### config.mk
export PLATFORM = sky130hd
export DESIGN_NAME = tri_phase_out
export DESIGN_NICKNAME = d
export VERILOG_FILES = /design/src/rtl/tpo_pkg.sv /design/src/rtl/tpo_regs.sv /design/src/rtl/tpo_shift.sv /design/src/rtl/tpo_dt_pair.sv /design/src/rtl/tri_phase_out.sv
export SDC_FILE = /design/constraint.sdc
export NUM_CORES = 1
export LEC_CHECK = 0
export BUFFER_PORTS_ARGS = -buffer_cell sky130_fd_sc_hd__buf_2
export CORE_UTILIZATION = 45
export DETAILED_ROUTE_END_ITERATION = 10
export PLACE_DENSITY = 0.66
export SETUP_SLACK_MARGIN = 0.4
export SYNTH_ARGS = -nofsm -noshare
export SYNTH_HDL_FRONTEND = slang
export SYNTH_SLANG_ARGS = --single-unit
### constraint.sdc
create_clock -name clk -period 1.7 [get_ports clk]
set_input_delay 0.255 -clock clk [delete_from_list [all_inputs] [get_ports clk]]
set_output_delay 0.255 -clock clk [all_outputs]
set_load 0.05 [all_outputs]
### src/rtl/tpo_pkg.sv
package tpo_pkg;
  localparam int PAIRS = 3;
  localparam int PW    = 2 * PAIRS;

  typedef enum logic [1:0] {
    ADDR_PAT0 = 2'd0,
    ADDR_PAT1 = 2'd1,
    ADDR_DEAD = 2'd2
  } reg_addr_e;

  // A leg with both switches requested on is turned fully off
  function automatic logic [1:0] safe_pair(input logic [1:0] p);
    return (p == 2'b00) ? 2'b11 : p;
  endfunction
endpackage

### src/rtl/tpo_regs.sv
module tpo_regs
  import tpo_pkg::*;
#(
  parameter int DW   = 8,
  parameter int DT_W = 8
) (
  input  logic            clk,
  input  logic            rst,
  input  logic            wr_en,
  input  logic [1:0]      wr_addr,
  input  logic [DW-1:0]   wr_data,
  input  logic [1:0]      rd_addr,
  input  logic [PW-1:0]   cur,
  output logic [PW-1:0]   pat0,
  output logic [PW-1:0]   pat1,
  output logic [DT_W-1:0] dt_n,
  output logic [DW-1:0]   rd_data
);
  localparam logic [DT_W-1:0] DT_RST = DT_W'(1);

  always_ff @(posedge clk) begin
    if (rst) begin
      pat0    <= '0;
      pat1    <= '0;
      dt_n    <= DT_RST;
      rd_data <= '0;
    end else begin
      if (wr_en) begin
        case (wr_addr)
          ADDR_PAT0: pat0 <= wr_data[PW-1:0];   // upper bits dropped
          ADDR_PAT1: pat1 <= wr_data[PW-1:0];
          ADDR_DEAD: dt_n <= wr_data[DT_W-1:0];
          default:   ;
        endcase
      end
      if (rd_addr == ADDR_PAT0 || rd_addr == ADDR_PAT1)
        rd_data <= {{(DW-PW){1'b0}}, cur};
      else
        rd_data <= '0;
    end
  end


  rd_pad_chk: assert property (@(posedge clk) disable iff (rst)
    rd_data[DW-1:PW] == '0);
endmodule

### src/rtl/tpo_shift.sv
module tpo_shift
  import tpo_pkg::*;
(
  input  logic          clk,
  input  logic          rst,
  input  logic          xfer,
  input  logic          oneshot,
  input  logic [PW-1:0] pat0,
  input  logic [PW-1:0] pat1,
  output logic [PW-1:0] cur
);
  logic [PW-1:0] nxt;
  logic          os_q;
  logic          os_fall;

  assign os_fall = os_q & ~oneshot;

  always_ff @(posedge clk) begin
    if (rst) begin
      cur  <= '1;
      nxt  <= '1;
      os_q <= 1'b0;
    end else begin
      os_q <= oneshot;
      if (xfer) begin
        cur <= pat0;
        nxt <= pat1;
      end else if (os_fall) begin
        cur <= nxt;
      end
    end
  end


  xfer_load_chk: assert property (@(posedge clk) disable iff (rst)
    xfer |=> cur == $past(pat0));

  fall_load_chk: assert property (@(posedge clk) disable iff (rst)
    (os_fall && !xfer) |=> cur == $past(nxt));
endmodule

### src/rtl/tpo_dt_pair.sv
module tpo_dt_pair
  import tpo_pkg::*;
#(
  parameter int DT_W = 8
) (
  input  logic            clk,
  input  logic            rst,
  input  logic [1:0]      want,
  input  logic            bypass,
  input  logic            tick,
  input  logic [DT_W-1:0] dt_n,
  output logic [1:0]      pout
);
  localparam logic [DT_W-1:0] CNT_ONE = DT_W'(1);

  logic [1:0]      tgt, tgt_q, rise;
  logic            busy, chg, fire;
  logic [DT_W-1:0] cnt;

  assign tgt  = safe_pair(want);
  assign chg  = (tgt != tgt_q);
  assign rise = ~tgt & pout;
  assign fire = busy & tick & (cnt <= CNT_ONE) & ~chg;   // 0 acts as 1

  always_ff @(posedge clk) begin
    if (rst) begin
      tgt_q <= 2'b11;
      busy  <= 1'b0;
      cnt   <= '0;
      pout  <= 2'b11;
    end else begin
      tgt_q <= tgt;
      if (chg) begin
        busy <= (|rise) & ~bypass;      // reload on a new request
        cnt  <= dt_n;
      end else if (fire) begin
        busy <= 1'b0;
      end else if (busy && tick) begin
        cnt <= cnt - CNT_ONE;
      end
      for (int i = 0; i < 2; i++) begin
        if (tgt[i])              pout[i] <= 1'b1;
        else if (bypass || fire) pout[i] <= 1'b0;
      end
    end
  end


  pair_excl_chk: assert property (@(posedge clk) disable iff (rst)
    pout != 2'b00);

  dt_gate_chk: assert property (@(posedge clk) disable iff (rst)
    ($past(pout[0]) && !pout[0] && !$past(bypass)) |-> $past(busy));

  off_fast_chk: assert property (@(posedge clk) disable iff (rst)
    (tgt == 2'b11) |=> pout == 2'b11);
endmodule

### src/rtl/tri_phase_out.sv
module tri_phase_out
  import tpo_pkg::*;
#(
  parameter int DW   = 8,
  parameter int DT_W = 8
) (
  input  logic          clk,
  input  logic          rst,
  input  logic          wr_en,
  input  logic [1:0]    wr_addr,
  input  logic [DW-1:0] wr_data,
  input  logic [1:0]    rd_addr,
  output logic [DW-1:0] rd_data,
  input  logic          xfer_trig,
  input  logic          oneshot_in,
  input  logic          tick_a,
  input  logic          tick_b,
  input  logic          dt_src_sel,
  input  logic          dt_bypass,
  output logic [PW-1:0] phase_out
);
  logic [PW-1:0]   pat0, pat1, cur, pout_all;
  logic [DT_W-1:0] dt_n;
  logic            tick_sel;

  assign tick_sel = dt_src_sel ? tick_b : tick_a;

  tpo_regs #(.DW(DW), .DT_W(DT_W)) u_regs (
    .clk(clk), .rst(rst), .wr_en(wr_en), .wr_addr(wr_addr), .wr_data(wr_data),
    .rd_addr(rd_addr), .cur(cur), .pat0(pat0), .pat1(pat1), .dt_n(dt_n),
    .rd_data(rd_data)
  );

  tpo_shift u_shift (
    .clk(clk), .rst(rst), .xfer(xfer_trig), .oneshot(oneshot_in),
    .pat0(pat0), .pat1(pat1), .cur(cur)
  );

  for (genvar p = 0; p < PAIRS; p++) begin : g_pair
    tpo_dt_pair #(.DT_W(DT_W)) u_pair (
      .clk(clk), .rst(rst), .want(cur[2*p +: 2]), .bypass(dt_bypass),
      .tick(tick_sel), .dt_n(dt_n), .pout(pout_all[2*p +: 2])
    );
  end

  assign phase_out = pout_all;   // same bit order as the patterns
endmodule

==> metrics.md, run 1 <==
| Metric | Value |
|---|---|
| Register-to-Register Path Depth | `3` |
| Tcrit/Tclk final | `104%` |
| Clock transition at path regs | `~90 ps` |
| Peak supply drop | `around 600 uV` |
| Pwr dens | `1060 mW/mm^2` |
| Most common cell after layout, fill and taps aside | `dfxtp_1` |
| DIE AREA | `0.00827 sq mm` |
| Kind of critical path | `flop to flop` |
| Final Power | `5.17 mW` |
| Seq cells post-synth | `78` |
| I/O Pins | `35` |
| Worst reg2reg endpoint | `g_pair[1].u_pair.cnt[7]` |
| Dpl ws | `-13.9 ps` |
| Cell count after synthesis | `372` |
| Gr usage total | `21.8%` |
| Most frequent cells in the layout | `dfxtp_1 (62), nor2_1 (49), buf_4 (45)` |
| Die H | `about 91 um` |
| Final setup fails | `10` |
| CP required | `1960 ps` |
| Via density | `between 5 and 6` |
| Slew Viols, Final | `0` |
| Sequential area share after synthesis | `between 40% and 50%` |
| Post-synth ARST share | `0%` |
| Sum Neg Setup Slack | `-316 ps` |
| Hold Crit Class | `primary input to flop` |
| Max Clk Rate | `564 MHz` |
| CTS tree | `built` |
| Layout cell share with drive strength beyond 1 | `43.6%` |
| CP max FO | `4` |
| GP Congestion | `0.812` |
| Port-buffer cells | `31` |
| H-tree Lvls | `3` |
| Worst-path cell with the longest stage delay | `or4_4` |
| Die Wd | `approximately 90 um` |
| Vias in the first global route | `between 2000 and 3000` |
| Remaining DRCs | `0` |
| Final hold slack | `139 ps` |
| Fin Clk Skew | `between 10 and 15 ps` |
| Post-Syn Area | `0.00356 sq mm` |
| Hold Buf Count CTS | `0` |
| Worst skew pair latency | `360 ps` |
| Initial core utilization | `46.3%` |
| Adder-cell area share of the yosys netlist | `2.11%` |
| CP delay by family, top | `simple AND/OR/NAND/NOR gates` |
| Setup slack after layout | `-73.3 ps` |
| Ant diodes | `0` |
| Via Count | `3044` |
| Fin nets | `~480` |
| Post-Synth XOR/XNOR Area | `2.46%` |
| Site Rows | `32` |
| Critical path arrival | `2040 ps` |
| Largest stage delay on the critical path | `about 570 ps` |
| Critical-path cell list | `or4_4, or4_1, a311oi_1` |
| Mean Syn Cell Area | `9.57 sq um` |
| Hold Path Stages | `3` |
| Failing checks | `setup timing` |
| Worst slew margin | `a little over three fifths` |
| # clock sinks | `78` |
| R2R setup slack | `-70 ps` |
| Mux cell area share after synthesis | `11.2%` |
| Yosys cell types | `44` |
| Fillers | `644` |
| Complex-gate fraction of the synthesized area | `14.2%` |
| Final Hold Violating Endpoints | `0` |
| Largest net degree at the start of global routing | `33` |
| EDFF count, synth | `0` |
| Final Non-Filler Cells | `556` |
| Worst Tran Pin Value | `about 560 ps` |
| Clock Tree Root | `clkbuf_8` |
| Dpl hpwl | `approximately 5.7 mm` |
| Grt total ovfl | `0` |
| Initial antenna violation count | `0` |
| Hold Crit Start | `wr_data[7]` |
| Outcome | `finished with violations` |
| Antenna Violating Nets Remaining | `0` |
| Worst Hold Path EP | `u_regs.dt_n[7]` |
| Kind of end point of the critical path | `flop` |
| CTS buffer count | `9` |
| First-pass GRT wire length | `14.1 mm` |
| Simple-Gate Fraction of Synth Area | `22.6%` |
| DRT Pass-1 Iters | `4` |
| Worst R2R Start | `g_pair[1].u_pair.cnt[4]` |
| Clk buf depth | `2` |
| Final WL | `8.95 mm` |
| Leakage | `1.96 nW` |
| Synth-to-layout area growth | `37.2%` |
| Initial drt markers | `113` |
| Max-Cap Viols | `0` |
| Synthesis warning total | `0` |
| WL per Instance | `16.1 um` |
| Type of origin of the critical path | `flop` |
| Core Area | `0.00769 sq mm` |
| Largest family of logic cells by synthesized area | `simple AND/OR/NAND/NOR gates` |
| Primary FF master, synth | `dfxtp_1` |
| Placed Cells incl. Taps | `about 520` |
| Buf/Inv on CP | `0` |
| RSZ-0062 raised after global routing | `yes` |
| Min Clock Period, post-route | `around 1800 ps` |
## cell usage after synthesis, drive strengths merged (6+ instances only)
| cell | number | area [sq um] |
|---|---|---|
| a21o | 8 | 60.1 |
| nand3b | 10 | 75.1 |
| dfxtp | 78 | 1560 |
| nor2 | 54 | 203 |
| mux2i | 32 | 320 |
| or3b | 6 | 52.6 |
| nand2b | 6 | 37.5 |
| a21oi | 10 | 50.1 |
| clkbuf | 16 | 60.1 |
| a211o | 9 | 78.8 |
| inv | 8 | 30.0 |
| nor4 | 6 | 37.5 |
| nand3 | 12 | 60.1 |
| and2 | 6 | 37.5 |
| a211oi | 14 | 105 |
| nor3 | 15 | 85.1 |
| ha | 6 | 75.1 |
| xnor2 | 10 | 87.6 |
| or4 | 6 | 52.6 |
| nor2b | 8 | 50.1 |
| mux2 | 7 | 78.8 |
## logic make-up (layout without fill, tap and decap cells)
kind of cell               after synthesis  after routing
AOI/OAI and AO/OA                       63             63
adders and majority gates                6              6
xor gates and xnor gates                10             10
muxes                                   39             39
other                                    1              2
and+or+nand+nor                        146            146
buffers and inverters                   29            110
DFF                                     78             78
## worst max-delay path by stage
stage | endpoint | depth (start not counted) | from
floorplan | g_pair[1].u_pair.cnt[7] | 3 | g_pair[1].u_pair.cnt[6]
global placement | g_pair[1].u_pair.cnt[4] | 5 | g_pair[1].u_pair.cnt[6]
detailed placement | g_pair[0].u_pair.cnt[3] | 5 | g_pair[0].u_pair.cnt[5]
CTS | g_pair[0].u_pair.cnt[3] | 5 | g_pair[0].u_pair.cnt[5]
global route | g_pair[0].u_pair.cnt[5] | 6 | g_pair[0].u_pair.cnt[5]
finish | g_pair[1].u_pair.cnt[7] | 3 | g_pair[1].u_pair.cnt[4]
## sequential cells by signal, summed over array words and instances, names as in the netlist
register / flops
g_pair.u_pair.busy: 3
g_pair.u_pair.cnt: 24
g_pair.u_pair.pout: 6
g_pair.u_pair.tgt_q: 6
u_regs.dt_n: 8
u_regs.pat0: 6
u_regs.pat1: 6
u_regs.rd_data: 6
u_shift.cur: 6
u_shift.nxt: 6
u_shift.os_q: 1
## where the power goes
group          leakage, nW  internal (mW)  switching, mW
Clock                0.120           1.02          0.675
Sequential           0.647           1.97          0.126
Combinational         1.19          0.656          0.725
Total                 1.96           3.64           1.53
## metrics by stage
stage,area [sq um],utilization (%)
after floorplan,3730,-
after global placement,4180,54.4
after detailed placement,4180,54.4
after CTS,4650,60.5
after global routing,4880,63.5
final,4880,63.5
## final cells by class
class	instances	area (sq um)	share of cell area (%)
timing repair buffer	86	617	12.6
tap	102	128	2.61
sequential	78	1590	32.6
multi-input combinational	266	2270	46.4
clock inverter	5	106	2.18
clock buffer	11	141	2.89
inverter	8	32.5	0.666
## per-layer routing
metal | GRT usage (%) | share of wire (%) | vias to the layer above
met1 | 27.1 | 43 | 1448
li1 | - | - | 1505
met2 | 36.3 | 50 | 73
met4 | 8.20 | 2.2 | 0
met5 | 0 | 0 | -
met3 | 5.53 | 5.1 | 18
## worst register-to-register path, stage by stage, from the launching register on
cell	delay [ps]
dfxtp_2	340
or4_4	570
or4_1	520
a311oi_1	240
## what timing repair did
item | 4_1_cts | 5_1_grt
setup endpoints to repair | 34 | 36
pin swaps | 38 | 19
gates cloned | 1 | 0
gates resized for setup | 45 | 33
buffers inserted | 6 | 11
Power figures use the tool's default switching activity.
==> run 2, diff against run 1 <==
--- a/config.mk
+++ b/config.mk
@@ -5,6 +5,7 @@
 export SDC_FILE = /design/constraint.sdc
 export NUM_CORES = 1
 export LEC_CHECK = 0
+export ABC_AREA = 1
 export BUFFER_PORTS_ARGS = -buffer_cell sky130_fd_sc_hd__buf_2
 export CORE_UTILIZATION = 45
 export DETAILED_ROUTE_END_ITERATION = 10
==> run 2 against run 1 <==
  * The run now ends clean
  * Core utilization fell by 0.93 points
  * Global-route usage rose by 1.3 points
  * Hold slack got worse by 35 ps
  * Sequential share of layout area is 1.8 points lower
  * First-iteration DRC count grew 27%
  * Clock power is 21% lower
  * Count of clock-buffer cells in the layout is 2 lower
==> metrics.md, run 2 <==
| Metric | Value |
|---|---|
| Worst Hold Path EP | `u_shift.os_q` |
| Sequential power share | `41.0%` |
| Design area | `roughly 0.0052 sq mm` |
| Post-synth ARST share | `0%` |
| CTS buffer count | `9` |
| Hold Path Stages | `3` |
| Grt total ovfl | `0` |
| DIE AREA | `between 0.009 and 0.01 sq mm` |
| CP required | `1950 ps` |
| Via density | `5.15` |
| Largest stage delay on the critical path | `330 ps` |
| GP Congestion | `between 0.8 and 0.9` |
| Remaining DRCs | `0` |
| Clock transition at path regs | `80 ps` |
| Final Hold Violating Endpoints | `0` |
| Outcome | `completed` |
| Clk buf depth | `2` |
| Post-synth top area share | `40.2%` |
| Top post-synthesis cells by area | `dfxtp_1 (40%), nand2_1 (12%), nand3_1 (11%)` |
| I/O Pins | `35` |
| Antenna Violating Nets Remaining | `0` |
| Dpl hpwl | `6.52 mm` |
| Synth-to-layout area growth | `33.8%` |
| Worst R2R Start | `g_pair[2].u_pair.cnt[1]` |
| Top-count cell post-synth | `nand2_1` |
| Leakage | `around 2.5 nW` |
| Clock Tree Root | `clkbuf_8` |
| Most common cell after layout, fill and taps aside | `nand2_1` |
| First-pass GRT wire length | `approximately 16 mm` |
| Pwr dens | `983 mW/mm^2` |
| WL per Instance | `13.8 um` |
| Die Wd | `94.9 um` |
| Final core utilization | `62.6%` |
| Most frequent cells in the layout | `nand2_1 (93), nor2_1 (83), dfxtp_1 (66)` |
| Gr usage total | `between 20% and 30%` |
| P_int | `3.23 mW` |
| Cell count after synthesis | `approximately 580` |
| CP max FO | `3` |
| Hold Crit Class | `primary input to flop` |
| Initial drt markers | `between 100 and 150` |
| Final setup fails | `0` |
| Register-to-Register Path Depth | `9` |
| Ant diodes | `0` |
| Kind of end point of the critical path | `flop` |
| Critical-path cell list | `buf_4, nor2_1, nand2_1, nor2_1, nand2_1, nand2_1, nor2_1, nor2_1, nor2_1` |
| Hold Crit Start | `oneshot_in` |
| Worst skew pair latency | `360 ps` |
| Vias in the first global route | `roughly 3400` |
| Largest net degree at the start of global routing | `48` |
| Critical path arrival | `1700 ps` |
| Biggest area consumer among synthesized cells | `dfxtp_1` |
| Post-synth top cells | `nand2_1 (123), nor2_1 (105), nand3_1 (84)` |
| R2R setup slack | `approximately 260 ps` |
| Peak supply drop | `542 uV` |
| Seq cells post-synth | `78` |
| Min Clock Period, post-route | `between 1000 and 1500 ps` |
| Kind of critical path | `flop to flop` |
| DRT Pass-1 Iters | `4` |
| H-tree Lvls | `3` |
| Primary FF master, synth | `dfxtp_1` |
| Largest regs | `g_pair.u_pair.cnt (24), u_regs.dt_n (8)` |
| RSZ-0062 raised after global routing | `yes` |
| Final WL | `10.5 mm` |
| Worst reg2reg endpoint | `g_pair[2].u_pair.cnt[7]` |
| Fin nets | `about 680` |
| Mean Syn Cell Area | `6.73 sq um` |
| Layout cell share with drive strength beyond 1 | `34.4%` |
| CP most frequent cell | `nor2_1` |
| Max reg flops | `24` |
| Tcrit/Tclk final | `84.9%` |
| Via Count | `between 3000 and 4000` |
| Slew Viols, Final | `0` |
| Gate power share | `32.8%` |
| Sequential area share after synthesis | `roughly two fifths` |
| EDFF count, synth | `0` |
| Sum Neg Setup Slack | `0 ps` |
| Max-Cap Viols | `0` |
| # clock sinks | `78` |
| Synthesis warning total | `0` |
| Initial core utilization | `46.8%` |
| Hold Buf Count CTS | `0` |
| Die H | `approximately 95 um` |
| Fin Clk Skew | `9.35 ps` |
| Post-Syn Area | `0.00388 sq mm` |
| Core Area | `about 0.0083 sq mm` |
| CTS tree | `built` |
| Site Rows | `33` |
| Port-buffer cells | `31` |
| Yosys cell types | `32` |
| Worst-path cell with the longest stage delay | `dfxtp_2` |
| Largest Register | `g_pair.u_pair.cnt` |
| Max Clk Rate | `693 MHz` |
| Type of origin of the critical path | `flop` |
| Switch share | `36.7%` |
| Final hold slack | `103 ps` |
| Fillers | `~730` |
| NetSw | `1.88 mW` |
| Placed cell areas | `0.00420 sq mm` |
| Initial antenna violation count | `0` |
| Clk pwr share | `26.2%` |
| Final Power | `~5 mW` |
[run 2: changes by cell type after synthesis, moves of 9 or more]
cell and delta:
nor3_1 -9, inv_1 +64, nand3b_1 -10, a211o_1 -9, nand2_1 +119, nor2_1 +51
nand3_1 +72, a211oi_1 -14, mux2i_1 -32, o211ai_1 +9, clkbuf_1 -11, o21ai_0 +21
[run 2: how the worst max path moves through the flow]
stage / startpoint / endpoint / slack (ps) / cells after the start
2_1_floorplan: g_pair[1].u_pair.cnt[0] / g_pair[1].u_pair.cnt[7] / 380 / 11
3_3_place_gp: g_pair[2].u_pair.cnt[1] / g_pair[2].u_pair.cnt[7] / 210 / 9
3_5_place_dp: u_shift.cur[5] / g_pair[2].u_pair.pout[0] / 200 / 7
4_1_cts: g_pair[2].u_pair.cnt[1] / g_pair[2].u_pair.cnt[7] / 320 / 9
5_1_grt: g_pair[2].u_pair.cnt[1] / g_pair[2].u_pair.cnt[7] / 160 / 9
6_report: g_pair[2].u_pair.cnt[1] / g_pair[2].u_pair.cnt[7] / 260 / 9
[run 2: power by group through the flow]
stage | Combinational, mW | Clock (mW) | Sequential [mW]
after global routing | 1.83 | 1.44 | 2.11
after detailed placement | 1.09 | 0 | 2.11
after CTS | 1.34 | 1.36 | 2.07
final | 1.68 | 1.34 | 2.09
after floorplan | 0.858 | 0 | 2.12
after global placement | 1.07 | 0 | 2.10
[run 2: metal layers]
layer	vias to the layer above	routed length (um)	global-route usage, %
met5	-	0	0
met4	0	174	7.95
met3	19	552	4.51
met2	107	5360	39.6
met1	1802	4380	28.8
li1	1983	-	-
[run 2: cells by family after synthesis]
family | count (synthesis) | synth area share, %
buffers and inverters | 92 | 9.85
other | 1 | 0.0965
AND/OR/NAND/NOR | 340 | 38.7
XOR/XNOR | 7 | 1.58
AO/OA/AOI/OAI | 53 | 7.67
flip-flops | 78 | 40.2
adder cells (fa/ha/maj) | 6 | 1.93
[run 2: worst max-delay path, delay by kind of cell (launching register included)]
kind                   cells  cell delay (ps)
and+or+nand+nor            8              880
buffers and inverters      1              130
DFF                        1              330
[run 2: timing repair]
action / CTS / global route
setup buffers: 22 / 14
cloned: 1 / 1
resized for setup: 56 / 92
setup endpoints to repair: 34 / 35
pin swaps: 30 / 49
[run 2: area by class of cell]
type	count	area, sq um	share of cell area [%]
clock buffer	9	124	2.38
clock inverter	7	61.3	1.18
timing repair buffer	73	576	11.1
sequential	78	1600	30.8
multi-input combinational	409	2390	45.9
tap	105	131	2.53
inverter	78	318	6.12
[run 2: stage by stage]
stage                     setup slack, ps  instances
after global placement                210        705
after floorplan                       383        578
final                                 256        759
after CTS                             323        744
after global routing                  163        759
after detailed placement              203        705
